$ cat config.mk
export PLATFORM = sky130hd
export DESIGN_NAME = clampgen_top
export DESIGN_NICKNAME = d
export VERILOG_FILES = /design/src/rtl/clampgen_pkg.sv /design/src/rtl/hs_edge_det.sv /design/src/rtl/clamp_timer.sv /design/src/rtl/hs_regen.sv /design/src/rtl/clampgen_top.sv
export SDC_FILE = /design/constraint.sdc
export NUM_CORES = 1
export LEC_CHECK = 0
export BUFFER_PORTS_ARGS = -buffer_cell sky130_fd_sc_hd__buf_2
export CORE_ASPECT_RATIO = 1.25
export CORE_MARGIN = 3
export CORE_UTILIZATION = 60
export DETAILED_ROUTE_END_ITERATION = 10
export PLACE_DENSITY = 0.84
export RECOVER_POWER = 25
export SLEW_MARGIN = 5
export SYNTH_ARGS = -nofsm -noshare
export SYNTH_HDL_FRONTEND = slang
export SYNTH_SLANG_ARGS = --single-unit
$ cat constraint.sdc
create_clock -name clk -period 4.2 [get_ports clk]
set_input_delay 0.21 -clock clk [delete_from_list [all_inputs] [get_ports clk]]
set_output_delay 0.21 -clock clk [all_outputs]
set_load 0.02 [all_outputs]
$ cat src/rtl/clampgen_pkg.sv
package clampgen_pkg;

    localparam int CFG_W = 8;

    typedef logic [CFG_W-1:0] cfg_t;

    typedef enum logic [1:0] {
        CL_IDLE,
        CL_WAIT,
        CL_ON
    } clamp_st_e;

    typedef struct packed {
        logic lead;
        logic trail;
    } hs_evt_t;

    // Illegal zero setting is promoted to the smallest legal value.
    function automatic cfg_t floor_one(input cfg_t v);
        return (v == '0) ? cfg_t'(1) : v;
    endfunction

endpackage

$ cat src/rtl/hs_edge_det.sv
module hs_edge_det
    import clampgen_pkg::*;
#(
    parameter int SYNC_STAGES = 2
) (
    input  logic    clk,
    input  logic    rst,
    input  logic    hs_raw,
    input  logic    pol_hi,
    output hs_evt_t evt,
    output logic    armed
);
    localparam int WARM_N = SYNC_STAGES + 1;
    localparam int WARM_W = $clog2(WARM_N + 1);

    logic [SYNC_STAGES-1:0] sy;
    logic                   act, act_q, ready;
    logic [WARM_W-1:0]      warm;

    generate
        if (SYNC_STAGES == 1) begin : g_one
            always_ff @(posedge clk) begin
                if (rst) sy <= '0;
                else     sy <= hs_raw;
            end
        end else begin : g_chain
            always_ff @(posedge clk) begin
                if (rst) sy <= '0;
                else     sy <= {sy[SYNC_STAGES-2:0], hs_raw};
            end
        end
    endgenerate

    assign act   = pol_hi ? sy[SYNC_STAGES-1] : ~sy[SYNC_STAGES-1];
    assign ready = (warm == WARM_W'(WARM_N));

    always_ff @(posedge clk) begin
        if (rst) begin
            act_q <= 1'b0;
            warm  <= '0;
            armed <= 1'b0;
        end else begin
            act_q <= act;
            if (!ready) warm <= warm + 1'b1;
            if (evt.lead) armed <= 1'b1;
        end
    end

    assign evt.lead  = ready &  act & ~act_q;
    assign evt.trail = ready & ~act &  act_q;

    p_armed_sticky_r9: assert property (@(posedge clk) disable iff (rst)
        armed |=> armed);
    p_no_edge_cold_r9: assert property (@(posedge clk) disable iff (rst)
        (warm != WARM_W'(WARM_N)) |-> !(evt.lead || evt.trail));

endmodule

$ cat src/rtl/clamp_timer.sv
module clamp_timer
    import clampgen_pkg::*;
(
    input  logic clk,
    input  logic rst,
    input  logic trail,
    input  logic armed,
    input  cfg_t place,
    input  cfg_t dur,
    output logic clamp_int
);
    clamp_st_e st;
    cfg_t      cnt, n_lat, m_lat, n_eff, m_eff;
    logic      go;

    assign go    = trail & armed;
    assign n_eff = floor_one(place);
    assign m_eff = floor_one(dur);

    always_ff @(posedge clk) begin
        if (rst) begin
            st    <= CL_IDLE;
            cnt   <= '0;
            n_lat <= cfg_t'(1);
            m_lat <= cfg_t'(1);
        end else if (go) begin
            n_lat <= n_eff;
            m_lat <= m_eff;
            if (n_eff == cfg_t'(1)) begin
                st  <= CL_ON;
                cnt <= m_eff;
            end else begin
                st  <= CL_WAIT;
                cnt <= n_eff - 1'b1;
            end
        end else begin
            case (st)
                CL_WAIT: begin
                    if (cnt == cfg_t'(1)) begin
                        st  <= CL_ON;
                        cnt <= m_lat;
                    end else begin
                        cnt <= cnt - 1'b1;
                    end
                end
                CL_ON: begin
                    if (cnt == cfg_t'(1)) st <= CL_IDLE;
                    else                  cnt <= cnt - 1'b1;
                end
                default: st <= CL_IDLE;
            endcase
        end
    end

    assign clamp_int = (st == CL_ON);

    p_unarmed_idle_r9: assert property (@(posedge clk) disable iff (rst)
        !armed |-> (st == CL_IDLE));
    p_wait_to_on_r1: assert property (@(posedge clk) disable iff (rst)
        (st == CL_WAIT && cnt == cfg_t'(1) && !go) |=> (st == CL_ON));
    p_on_ends_r2: assert property (@(posedge clk) disable iff (rst)
        (st == CL_ON && cnt == cfg_t'(1) && !go) |=> (st == CL_IDLE));
    p_restart_r8: assert property (@(posedge clk) disable iff (rst)
        go |=> (st == CL_WAIT || (st == CL_ON && n_lat == cfg_t'(1))));
    p_lat_nonzero_r3: assert property (@(posedge clk) disable iff (rst)
        (st != CL_IDLE) |-> (n_lat != '0 && m_lat != '0 && cnt != '0));

endmodule

$ cat src/rtl/hs_regen.sv
module hs_regen
    import clampgen_pkg::*;
(
    input  logic clk,
    input  logic rst,
    input  logic lead,
    input  cfg_t width,
    output logic hs_out
);
    cfg_t cnt;

    always_ff @(posedge clk) begin
        if (rst)                cnt <= '0;
        else if (lead)          cnt <= floor_one(width);
        else if (cnt != '0)     cnt <= cnt - 1'b1;
    end

    assign hs_out = (cnt != '0);

    p_hs_start_r5: assert property (@(posedge clk) disable iff (rst)
        lead |=> hs_out);
    p_hs_end_r5: assert property (@(posedge clk) disable iff (rst)
        (cnt == cfg_t'(1) && !lead) |=> !hs_out);

endmodule

$ cat src/rtl/clampgen_top.sv
module clampgen_top
    import clampgen_pkg::*;
#(
    parameter int SYNC_STAGES = 2
) (
    input  logic             clk,
    input  logic             rst,
    input  logic             hs_in,
    input  logic             hs_pol,
    input  logic             clamp_ext_sel,
    input  logic             clamp_ext,
    input  logic [CFG_W-1:0] clamp_delay,
    input  logic [CFG_W-1:0] clamp_len,
    input  logic [CFG_W-1:0] hs_width,
    output logic             clamp_out,
    output logic             hs_out
);
    hs_evt_t evt;
    logic    armed, clamp_int;

    hs_edge_det #(.SYNC_STAGES(SYNC_STAGES)) u_edge (
        .clk    (clk),
        .rst    (rst),
        .hs_raw (hs_in),
        .pol_hi (hs_pol),
        .evt    (evt),
        .armed  (armed)
    );

    clamp_timer u_clamp (
        .clk       (clk),
        .rst       (rst),
        .trail     (evt.trail),
        .armed     (armed),
        .place     (clamp_delay),
        .dur       (clamp_len),
        .clamp_int (clamp_int)
    );

    hs_regen u_hs (
        .clk    (clk),
        .rst    (rst),
        .lead   (evt.lead),
        .width  (hs_width),
        .hs_out (hs_out)
    );

    assign clamp_out = clamp_ext_sel ? clamp_ext : clamp_int;

    p_rst_quiet_r9: assert property (@(posedge clk)
        rst |=> (!hs_out && (clamp_ext_sel || !clamp_out)));

endmodule

# Yosys cells after proc, flatten, opt, wreduce, memory -nomap -nowiden
# Index checks and enable logic that the tools add are counted.
totals:
  register_bits: 32
  latch_bits: 0
  ram_bits: 0
  rom_bits: 0
  input_bits: 30
  elab_cells: 53
  mem_count: 0
classes:
  addsub: 4
  mul: 0
  n_div: 0
  n_lt_le_gt_ge: 0
  n_eq_ne: 8
  shift: 0
  n_mux: 17
  bitwise: 8
  n_reduce_logical: 8
ops:
  columns: ["operator", "n"]
  rows:
  - ["two-way mux 8 bit", 9]
  - ["zero test 8 bit", 3]
  - ["subtractor 8 x 1 -> 8 bit, second input constant", 3]
  - ["== test 8 x 1 -> 1 bit, second input constant", 2]
  - ["one-hot mux 8 bit (2 select lines)", 1]
  - ["two-way mux 2 bit", 4]
  - ["nonzero test 8 bit", 1]
  - ["!= test 3 x 1 -> 1 bit, second input constant", 2]
  - ["bitwise AND 1 bit", 5]
  - ["== test 2 bit, second input constant", 2]
  - ["one-hot mux 2 bit (2 select lines)", 1]
  - ["AND reduction 2 bit", 2]
  - ["!= test 3 x 2 -> 1 bit, second input constant", 1]
  - ["inverter 1 bit", 3]
  - ["nonzero test 3 bit", 1]
  - ["adder 2 x 1 -> 2 bit, second input constant", 1]
  - ["== test 2 x 1 -> 1 bit, second input constant", 1]
  - ["two-way mux 1 bit", 2]
  - ["nonzero test 2 bit", 1]

# Depth between registers and ports, before layout
# Gate-level depths: netlist of run 1.
depth:
  word_depth: 8
  ltp_mapped: 9
  mapped_depth_nobuf: 9

# Hierarchy
# A second synthesis of run 1 with hierarchy kept.
hier_totals:
  hier_cells: 243
  hier_area_um2: 1959.4
modules_own_cells:
  columns: ["module", "instances", "cells_each", "area_each_um2"]
  rows:
  - ["clamp_timer", 1, 166, 1226.2]
  - ["hs_regen", 1, 56, 494.2]
  - ["hs_edge_det", 1, 20, 224.0]
  - ["clampgen_top", 1, 1, 15.0]

# Worst setup path before layout of run 1
# Ideal clock, no wire load.
synth_timing:
  path_type: "input-to-reg"
  start: "in clamp_delay[5]"
  end: "reg u_clamp.cnt[4]"
  setup_time_ns: 0.126
  t_arrival_ns: 1.679
  required_ns: 4.074
  setup_slack_ns: 2.394
  path_stages: 8
  n_path_buf: 0
  cell_sequence: "nor4_4 a31oi_1 ha_1 nor3b_1 xor2_1 mux2_2 o221ai_1 a21oi_1"
synth_between:
  elab_chain_cells: 5
synth_lines:
  columns: ["item", "line", "rtl"]
  rows:
  - ["from (decl)", "clampgen_top.sv:12", "input logic [CFG_W-1:0] clamp_delay,"]
  - ["zero test 8 bit", "clampgen_pkg.sv:20", "return (v == '0) ? cfg_t'(1) : v;"]
  - ["two-way mux 8 bit (*)", "clampgen_pkg.sv:20", null]
  - ["subtractor 8 x 1 -> 8 bit / == test 8 x 1 -> 1 bit (equally long branches)", "clamp_timer.sv:34, clamp_timer.sv:29", null]
  - ["two-way mux 8 bit (*)", "clamp_timer.sv:29", "if (n_eff == cfg_t'(1)) begin"]
  - ["two-way mux 8 bit (*)", "clamp_timer.sv:26", "end else if (go) begin"]
  - ["to (signal assigned)", "clamp_timer.sv:31", "cnt <= m_eff;"]
  - ["to (signal assigned)", "clamp_timer.sv:34", "cnt <= n_eff - 1'b1;"]
  - ["to (signal assigned)", "clamp_timer.sv:41", "cnt <= m_lat;"]
  - ["to (decl)", "clamp_timer.sv:13", "cfg_t cnt, n_lat, m_lat, n_eff, m_eff;"]
# Mark *: on every way between the ends. The rest lies on a longest branch, timed or not.
# A chain may end at the register's enable or synchronous reset.

# Final worst setup path of run 1
layout_timing:
  start: "reg u_edge.warm[0]"
  end: "reg u_clamp.cnt[2]"
layout_between:
  elab_chain_cells: 6
layout_lines:
  columns: ["item", "line", "rtl"]
  rows:
  - ["from (decl)", "hs_edge_det.sv:18", "logic [WARM_W-1:0] warm;"]
  - ["from (signal assigned)", "hs_edge_det.sv:44", "if (!ready) warm <= warm + 1'b1;"]
  - ["== test 2 bit (*)", "hs_edge_det.sv:35", "assign ready = (warm == WARM_W'(WARM_N));"]
  - ["bitwise AND 1 bit (*) (2 in series)", "hs_edge_det.sv:50", "assign evt.trail = ready & ~act & act_q;"]
  - ["bitwise AND 1 bit (*)", "clamp_timer.sv:16", "assign go = trail & armed;"]
  - ["!= test 3 x 2 -> 1 bit (no line) / nonzero test 3 bit (equally long branches)", null, null]
  - ["AND reduction 2 bit (no line)", null, null]
# Marked as above.

==> results of run 1 <==
## area by class of cell
type,instances,area [um2]
Clock buffer,7,65.1
Clock inverter,1,30.0
Fill cell,248,837
Inverter,11,41.3
Multi-Input combinational cell,187,1220
Sequential cell,32,641
Tap cell,36,45.0
Timing Repair Buffer,31,153
## cells by family (layout without fill, tap and decap cells)
group / after synthesis / after routing / share of synthesized area, %
adders and majority gates: 8 / 8 / 5.11
and+or+nand+nor: 104 / 104 / 27.2
buffers and inverters: 21 / 50 / 4.86
xor gates and xnor gates: 12 / 12 / 5.75
DFF: 32 / 32 / 32.7
muxes: 7 / 7 / 3.71
AOI/OAI and AO/OA: 56 / 56 / 20.6
## metal layers
metal	vias up	share of wire (%)	track usage (%)
li1	917	-	-
met5	-	0	0
met1	851	39	29.7
met4	0	2.1	11.9
met2	72	51	39.6
met3	11	7.1	5.91
## registers in the layout, summed over array words and instances, names as in the netlist
signal,flops
u_clamp.cnt,8
u_hs.cnt,8
u_edge.sy,2
u_clamp.st,2
u_edge.armed,1
u_edge.act_q,1
u_edge.warm,2
u_clamp.m_lat,8
## cell usage after synthesis (all sizes together) (4+ instances only)
master	number	area, um2
a211oi	8	60.1
a21oi	18	93.8
a31oi	4	25.0
buf	4	31.3
clkbuf	6	22.5
dfxtp	32	641
ha	8	100
inv	11	41.3
mux2i	5	50.1
nand2	34	128
nand3	5	25.0
nor2	28	105
nor2b	5	31.3
nor3	9	45.0
nor3b	4	30.0
nor4	6	67.6
o211ai	8	65.1
o21ai	4	20.0
xnor2	6	52.6
xor2	6	60.1
## worst paths after layout
path	start	endpoint	cells after the start
setup / recovery	u_edge.warm[0]	u_clamp.cnt[2]	5
hold reg to reg	u_edge.sy[0]	u_edge.sy[1]	1
setup reg to reg	u_edge.warm[0]	u_clamp.cnt[2]	5
hold / removal	hs_in	u_edge.sy[0]	2
## metrics by stage
stage	worst slack, ns	cell area (um2)	instances
after global routing	1.84	2190	305
after floorplan	2.39	1960	240
after detailed placement	2.02	2100	297
after global placement	2.08	2100	297
final	1.99	2190	305
after CTS	2.02	2200	305
## power by group through the flow
stage	Clock, uW	Sequential (uW)	Combinational [uW]
5_1_grt	282	371	294
2_1_floorplan	0	366	196
3_5_place_dp	0	372	255
4_1_cts	270	365	260
6_report	269	366	259
3_3_place_gp	0	370	248
## worst max-delay path, cell delays in order, from the launching register on
cell and delay, ns:
dfxtp_1 0.36, ha_1 0.27, nand4_1 0.64, o211ai_2 0.41
a21oi_2 0.09, a2111oi_2 0.33
==> impl_metrics.csv, run 1 <==
group,metric,value,unit
sta,finalSetupViolations,0,
sta,max_slew.worst_pin.slew,1.38,ns
synth,ys_warn_count,0,
global_routing,grt_pass1_wl,7760,um
synth,ys.flop_type,"dfxtp_1",
die,start_util,64.7,%
clocking,cts_root_buffer,"clkbuf_4",
sta,min_period,2.21,ns
synth,synthCells,240,
setup_path,cp.required,4.43,ns
clocking,htree_levels,2,
die,io_pins,32,
setup_path,start_kind,"register",
clocking,clk_latency,0.33,ns
power_and_ir_drop,combPwrFrac,29.0,%
sta,hold_slack,0.0758,ns
layout,layout_common_cells,"34 x nand2_1, 32 x dfxtp_1, 29 x buf_2, 28 x nor2_1, 17 x a21oi_1",
layout,drive_above_1_share,19.0,%
synth,synth_nets,278,
power_and_ir_drop,pwr_density_cell,408,nW/um2
sta,relSlewSlack,7.81,%
power_and_ir_drop,internal-power,614,uW
layout,antenna_cells,0,
flow_run,maxCapViolCount,0,
global_routing,antenna_found_initial,0,
synth,ys_ff_latch,32,
place,place_congestion,0.910,
power_and_ir_drop,ir_drop,0.420,mV
die,rows,22,
sta,clock.fmax,0.453,GHz
route,routed_wirelength,4620,um
route,via_per_inst,6.07,
layout,syn2layout_area_growth,11.9,%
sta,fin_skew,0.00271,ns
synth,yosysSeqAreaShare,32.7,%
clocking,cts_tree,"yes",
power_and_ir_drop,cellLeakagePower,0.000876,uW
global_routing,track_usage,24.4,%
route,drtAntennaViolNets,0,
setup_path,worstPathArrival,2.44,ns
route,wl_per_cell,15.1,um
synth,ys_types,49,
layout,fin_util,72.4,%
layout,final_nets,306,
sta,rsz0062_at_grt,"false",
die,core_area,3030,um2
power_and_ir_drop,finalPower,895,uW
clocking,hold_buffers,0,
clocking,post-cts-setup-buffers,0,
sta,hold_viol,0,
die,die_w,57.1,um
clocking,clock_path_buffers,2,
clocking,clkSinkCount,32,
global_routing,grt_max_degree,31,
setup_path,critPathKind,"register to register",
setup_path,reg2reg_setup_slack,1.99,ns
place,numPortBuffers,31,
synth,synth_edf_count,0,
synth,synth_area,1960,um2
sta,setup_tns,0,ns
sta,drv_slew,0,
worst_hold_path,hold_class,"input pin to register",
global_routing,overflow,0,
clocking,cts_resized,0,
power_and_ir_drop,pwr-share-seq,41.0,%
clocking,clkTransAtPathRegs,0.10,ns
sta,post-route-period-util,52.6,%
route,drc,0,
route,vias,1851,
synth,syn_avg_cell_area,8.16,um2
power_and_ir_drop,clockPowerShare,30.1,%
setup_path,cp_max_fo,18,
die,dieArea,3990,um2
setup_path,endpoint_kind,"register",
layout,final_common_cell,"nand2_1",
power_and_ir_drop,switching_power,281,uW
global_routing,grt_pass1_vias,1744,
route,drt_iter0_drc,71,
power_and_ir_drop,swShare,31.4,%
synth,async_flop_share,0,%
place,hpwl,3280,um
status,outcome,"complete, no violations",
die,die_h,69.9,um
clocking,numCtsBuffers,5,
route,first_pass_iters,4,
No activity file was read; power rests on OpenSTA's default activity.
==> run 2: changes to the inputs <==
--- a/config.mk
+++ b/config.mk
@@ -8,9 +8,9 @@
 export BUFFER_PORTS_ARGS = -buffer_cell sky130_fd_sc_hd__buf_2
 export CORE_ASPECT_RATIO = 1.25
 export CORE_MARGIN = 3
-export CORE_UTILIZATION = 60
+export CORE_UTILIZATION = 51
 export DETAILED_ROUTE_END_ITERATION = 10
-export PLACE_DENSITY = 0.84
+export PLACE_DENSITY = 0.76
 export RECOVER_POWER = 25
 export SLEW_MARGIN = 5
 export SYNTH_ARGS = -nofsm -noshare
==> constraint.sdc (replaced) <==
create_clock -name clk -period 1.9 [get_ports clk]
set_input_delay 0.095 -clock clk [delete_from_list [all_inputs] [get_ports clk]]
set_output_delay 0.095 -clock clk [all_outputs]
set_load 0.02 [all_outputs]
==> impl_metrics.csv, run 2 (synthesis gave the netlist of run 1 again) <==
group,metric,value,unit
sta,finalSetupViolations,0,
layout,reg.largest.list,"u_clamp.cnt x8, u_clamp.m_lat x8, u_hs.cnt x8",
worst_hold_path,whs_path_depth,2,
place,place_congestion,0.866,
global_routing,grt_pass1_vias,1793,
setup_path,r2r-end,"u_hs.cnt[5]",
clocking,numCtsBuffers,5,
global_routing,antenna_found_initial,0,
route,via_per_inst,5.83,
die,io_pins,32,
flow_run,maxCapViolCount,0,
sta,fin_skew,0.00810,ns
power_and_ir_drop,clockPowerShare,28.5,%
route,drtAntennaViolNets,0,
layout,antenna_cells,0,
setup_path,critical_path.top_delay_family,"compound AO/OA/AOI/OAI gates",
power_and_ir_drop,ir_drop,0.563,mV
layout,syn2layout_area_growth,18.6,%
layout,fin_util,64.4,%
clocking,hold_buffers,0,
sta,min_period,1.78,ns
layout,nFillCells,319,
route,wl_per_cell,14.4,um
global_routing,grt_max_degree,21,
clocking,clock_path_buffers,2,
layout,drive_above_1_share,24.2,%
power_and_ir_drop,swShare,32.6,%
sta,hold_slack,0.0288,ns
layout,multi_input_area,1230,um2
setup_path,worstPathArrival,1.98,ns
clocking,cts_root_buffer,"clkbuf_8",
die,die_h,75.3,um
clocking,clkTransAtPathRegs,0.06,ns
setup_path,reg2reg_setup_slack,0.12,ns
setup_path,critPathKind,"register to register",
power_and_ir_drop,internal-power,1310,uW
place,hpwl,3640,um
worst_hold_path,hold_end,"u_edge.sy[0]",
die,dieArea,4620,um2
sta,rsz0062_at_grt,"false",
sta,post-route-period-util,93.8,%
sta,relSlewSlack,31.2,%
route,first_pass_iters,4,
route,routed_wirelength,4680,um
global_routing,overflow,0,
power_and_ir_drop,cellLeakagePower,0.000957,uW
clocking,clk_latency,0.29,ns
power_and_ir_drop,pwr-share-seq,41.7,%
clocking,cts_tree,"yes",
layout,final_common_cell,"nand2_1",
setup_path,crit_start,"u_hs.cnt[0]",
setup_path,cp_max_fo,4,
die,die_w,61.4,um
power_and_ir_drop,combPwrFrac,29.8,%
status,outcome,"complete, no violations",
setup_path,critPathBufInv,1,
worst_hold_path,hold_class,"input pin to register",
setup_path,cp.required,2.09,ns
sta,max_slew.worst_pin.slew,1.03,ns
route,vias,1889,
layout,seq_area,641,um2
clocking,clkSinkCount,32,
setup_path,slowest_delay,0.37,ns
clocking,post-cts-setup-buffers,0,
clocking,htree_levels,2,
route,drc,0,
die,rows,24,
layout,layout_common_cells,"34 x nand2_1, 32 x dfxtp_1, 30 x buf_2, 27 x nor2_1, 17 x a21oi_1",
setup_path,reg2reg_depth,7,
sta,clock.fmax,0.561,GHz
layout,final_nets,322,
setup_path,path_depth,7,
setup_path,start_kind,"register",
worst_hold_path,hold_start,"hs_in",
setup_path,endpoint_kind,"register",
power_and_ir_drop,pwr_density_cell,836,nW/um2
sta,hold_viol,0,
die,start_util,54.3,%
die,core_area,3600,um2
setup_path,worstPathCellList,"inv_1, ha_1, nor3b_1, a21boi_0, nand2_1, xor2_1, a211oi_1",
route,drt_iter0_drc,89,
setup_path,reg2reg_from,"u_hs.cnt[0]",
place,numPortBuffers,31,
global_routing,grt_pass1_wl,7810,um
sta,setup_tns,0,ns
sta,drv_slew,0,
power_and_ir_drop,switching_power,633,uW
global_routing,track_usage,22.7,%
setup_path,crit_path_top_delay_cell,"dfxtp_1",
## run 2: cell count changes in the layout (fill, tap and decap cells not counted), sizes merged
cell,delta
buf,+16
bufinv,-1
clkinvlp,+1
## run 2: metrics by stage
stage | std cells | total power [uW] | instance area (um2) | setup WS (ns)
global route | 324 | 2060 | 2320 | 0.0359
finish | 324 | 1940 | 2320 | 0.117
CTS | 324 | 1960 | 2320 | 0.104
floorplan | 240 | 1240 | 1960 | 0.196
detailed placement | 316 | 1390 | 2230 | 0.0932
global placement | 316 | 1370 | 2230 | 0.110
## run 2: area by class of cell
cell class              count  area share, %
well taps                  39           2.10
repair buffers             47           11.6
clock buffers               7           3.72
flip-flops and latches     32           27.6
inverters                  11           1.78
multi-input cells         187           52.9
clock inverters             1          0.323
## run 2: layer usage
metal | vias up | track usage [%] | wire length, um
li1 | 947 | - | -
met2 | 54 | 37.8 | 2310
met5 | - | 0 | 0
met3 | 18 | 6.17 | 234
met4 | 0 | 11.1 | 157
met1 | 870 | 26.6 | 1980
## run 2: repair_timing
item,4_1_cts,5_1_grt
resized for setup,0,2
setup endpoints to repair,0,2
endpoints found under the hold margin,0,0
## run 2: how the worst max path moves through the flow
stage,to
after floorplan,u_clamp.cnt[2]
after global placement,u_clamp.cnt[2]
after detailed placement,u_clamp.cnt[2]
after CTS,u_clamp.cnt[3]
after global routing,u_clamp.cnt[2]
final,u_hs.cnt[5]
## run 2: power groups by stage
stage / Combinational (uW) / Sequential [uW] / Clock [uW]
2_1_floorplan: 434 / 808 / 0
3_3_place_gp: 557 / 818 / 0
6_report: 579 / 809 / 552
3_5_place_dp: 574 / 821 / 0
4_1_cts: 584 / 808 / 567
5_1_grt: 639 / 819 / 598
==> run 3: changes to the inputs <==
--- a/config.mk
+++ b/config.mk
@@ -7,10 +7,10 @@
 export LEC_CHECK = 0
 export BUFFER_PORTS_ARGS = -buffer_cell sky130_fd_sc_hd__buf_2
 export CORE_ASPECT_RATIO = 1.25
-export CORE_MARGIN = 3
-export CORE_UTILIZATION = 51
+export CORE_MARGIN = 8
+export CORE_UTILIZATION = 60
 export DETAILED_ROUTE_END_ITERATION = 10
-export PLACE_DENSITY = 0.76
+export PLACE_DENSITY = 0.84
 export RECOVER_POWER = 25
 export SLEW_MARGIN = 5
 export SYNTH_ARGS = -nofsm -noshare
==> constraint.sdc (replaced) <==
create_clock -name clk -period 2.1 [get_ports clk]
set_input_delay 0.105 -clock clk [delete_from_list [all_inputs] [get_ports clk]]
set_output_delay 0.105 -clock clk [all_outputs]
set_load 0.02 [all_outputs]
==> impl_metrics.csv, run 3 (synthesis gave the netlist of run 1 again) <==
group,metric,value,unit
global_routing,grt_max_degree,31,
die,rows,23,
sta,drv_slew,0,
die,die_h,79.9,um
clocking,cts_tree,"yes",
setup_path,critPathKind,"register to register",
setup_path,slowest_delay,0.47,ns
global_routing,antenna_found_initial,0,
layout,nFillCells,276,
clocking,clk_latency,0.29,ns
route,drt_iter0_drc,214,
clocking,clkSinkCount,32,
setup_path,worstPathCellList,"nor4_4, a41oi_1, nor2_1, nor2_1, a2111oi_2",
route,vias,1935,
sta,hold_viol,0,
sta,rsz0062_at_grt,"false",
global_routing,overflow,0,
global_routing,track_usage,19.1,%
die,io_pins,32,
route,first_pass_iters,4,
die,start_util,61.9,%
sta,clock.fmax,0.514,GHz
power_and_ir_drop,finalPower,1720,uW
place,place_congestion,0.992,
power_and_ir_drop,ir_drop,0.603,mV
setup_path,cp_max_fo,6,
clocking,cts_resized,0,
sta,fin_skew,0.00364,ns
layout,antenna_cells,0,
sta,post-route-period-util,92.7,%
setup_path,worstPathArrival,2.14,ns
sta,fin_ws,0.153,ns
clocking,hold_buffers,0,
layout,syn2layout_area_growth,13.7,%
clocking,clkTransAtPathRegs,0.07,ns
setup_path,endpoint_kind,"register",
global_routing,grt_pass1_vias,1818,
route,via_per_inst,6.20,
clocking,numCtsBuffers,5,
place,hpwl,3770,um
setup_path,crit_top_cell,"nor2_1",
flow_run,maxCapViolCount,0,
clocking,htree_levels,2,
place,numPortBuffers,31,
layout,drive_above_1_share,21.1,%
route,wl_per_cell,15.8,um
die,dieArea,5360,um2
sta,setup_tns,0,ns
layout,layout_common_cells,"34 x nand2_1, 32 x dfxtp_1, 30 x buf_2, 28 x nor2_1, 17 x a21oi_1",
power_and_ir_drop,pwr_density_cell,771,nW/um2
layout,reg.largest.list,"u_clamp.cnt x8, u_clamp.m_lat x8, u_hs.cnt x8",
worst_hold_path,hold_class,"input pin to register",
clocking,post-cts-setup-buffers,0,
route,routed_wirelength,4930,um
route,drc,0,
layout,fin_util,70.4,%
layout,final_common_cell,"nand2_1",
sta,min_period,1.95,ns
global_routing,grt_pass1_wl,7940,um
clocking,cts_root_buffer,"clkbuf_8",
sta,relSlewSlack,60.7,%
setup_path,start_kind,"register",
setup_path,crit_path_top_delay_cell,"nor4_4",
layout,final_nets,312,
die,die_w,67.1,um
sta,max_slew.worst_pin.slew,0.589,ns
place,dp_slack,0.192,ns
route,drtAntennaViolNets,0,
sta,finalSetupViolations,0,
setup_path,cp.required,2.30,ns
clocking,clock_path_buffers,2,
power_and_ir_drop,cellLeakagePower,0.000908,uW
die,core_area,3170,um2
status,outcome,"complete, no violations",
## run 3: metrics by stage
stage / cells / area (um2) / hold slack (ns)
after global routing: 312 / 2230 / 0.0121
final: 312 / 2230 / 0.0196
after CTS: 312 / 2240 / 0.0173
after detailed placement: 304 / 2150 / 0.326
after global placement: 304 / 2150 / 0.312
after floorplan: 240 / 1960 / 0.233
## run 3: power by group
group | leakage (uW) | total, uW | switching, uW | internal (uW)
Sequential | 0.000261 | 730 | 56.5 | 673
Combinational | 0.000599 | 513 | 273 | 240
Clock | 0.0000479 | 475 | 245 | 230
Total | 0.000908 | 1720 | 574 | 1140
## run 3: layer usage
metal,global-route usage (%),part of all wire (%)
met1,20.0,37
met2,31.4,49
met3,5.34,7.7
met5,0,0
met4,14.5,5.6
## run 3: critical path: cells and delay by family, from the launching register on
family / cells / cell delay [ns]
simple gates: 3 / 0.95
flops: 1 / 0.39
compound gates: 2 / 0.53
## run 3: final timing paths
path	from	slack (ns)	end	cells past startpoint
worst min-delay path	hs_in	0.02	u_edge.sy[0]	2
worst max register to register	u_clamp.cnt[2]	0.15	u_clamp.cnt[3]	5
worst max-delay path	u_clamp.cnt[2]	0.15	u_clamp.cnt[3]	5
worst min register to register	u_edge.sy[0]	0.44	u_edge.sy[1]	1
## run 3: layout make-up
type                    count  area [um2]  area share, %
multi-input cells         187        1210           54.6
flip-flops and latches     32         641           28.8
repair buffers             37         196           8.82
clock buffers               5        68.8           3.09
well taps                  37        46.3           2.08
inverters                  11        41.3           1.85
clock inverters             3        18.8          0.843
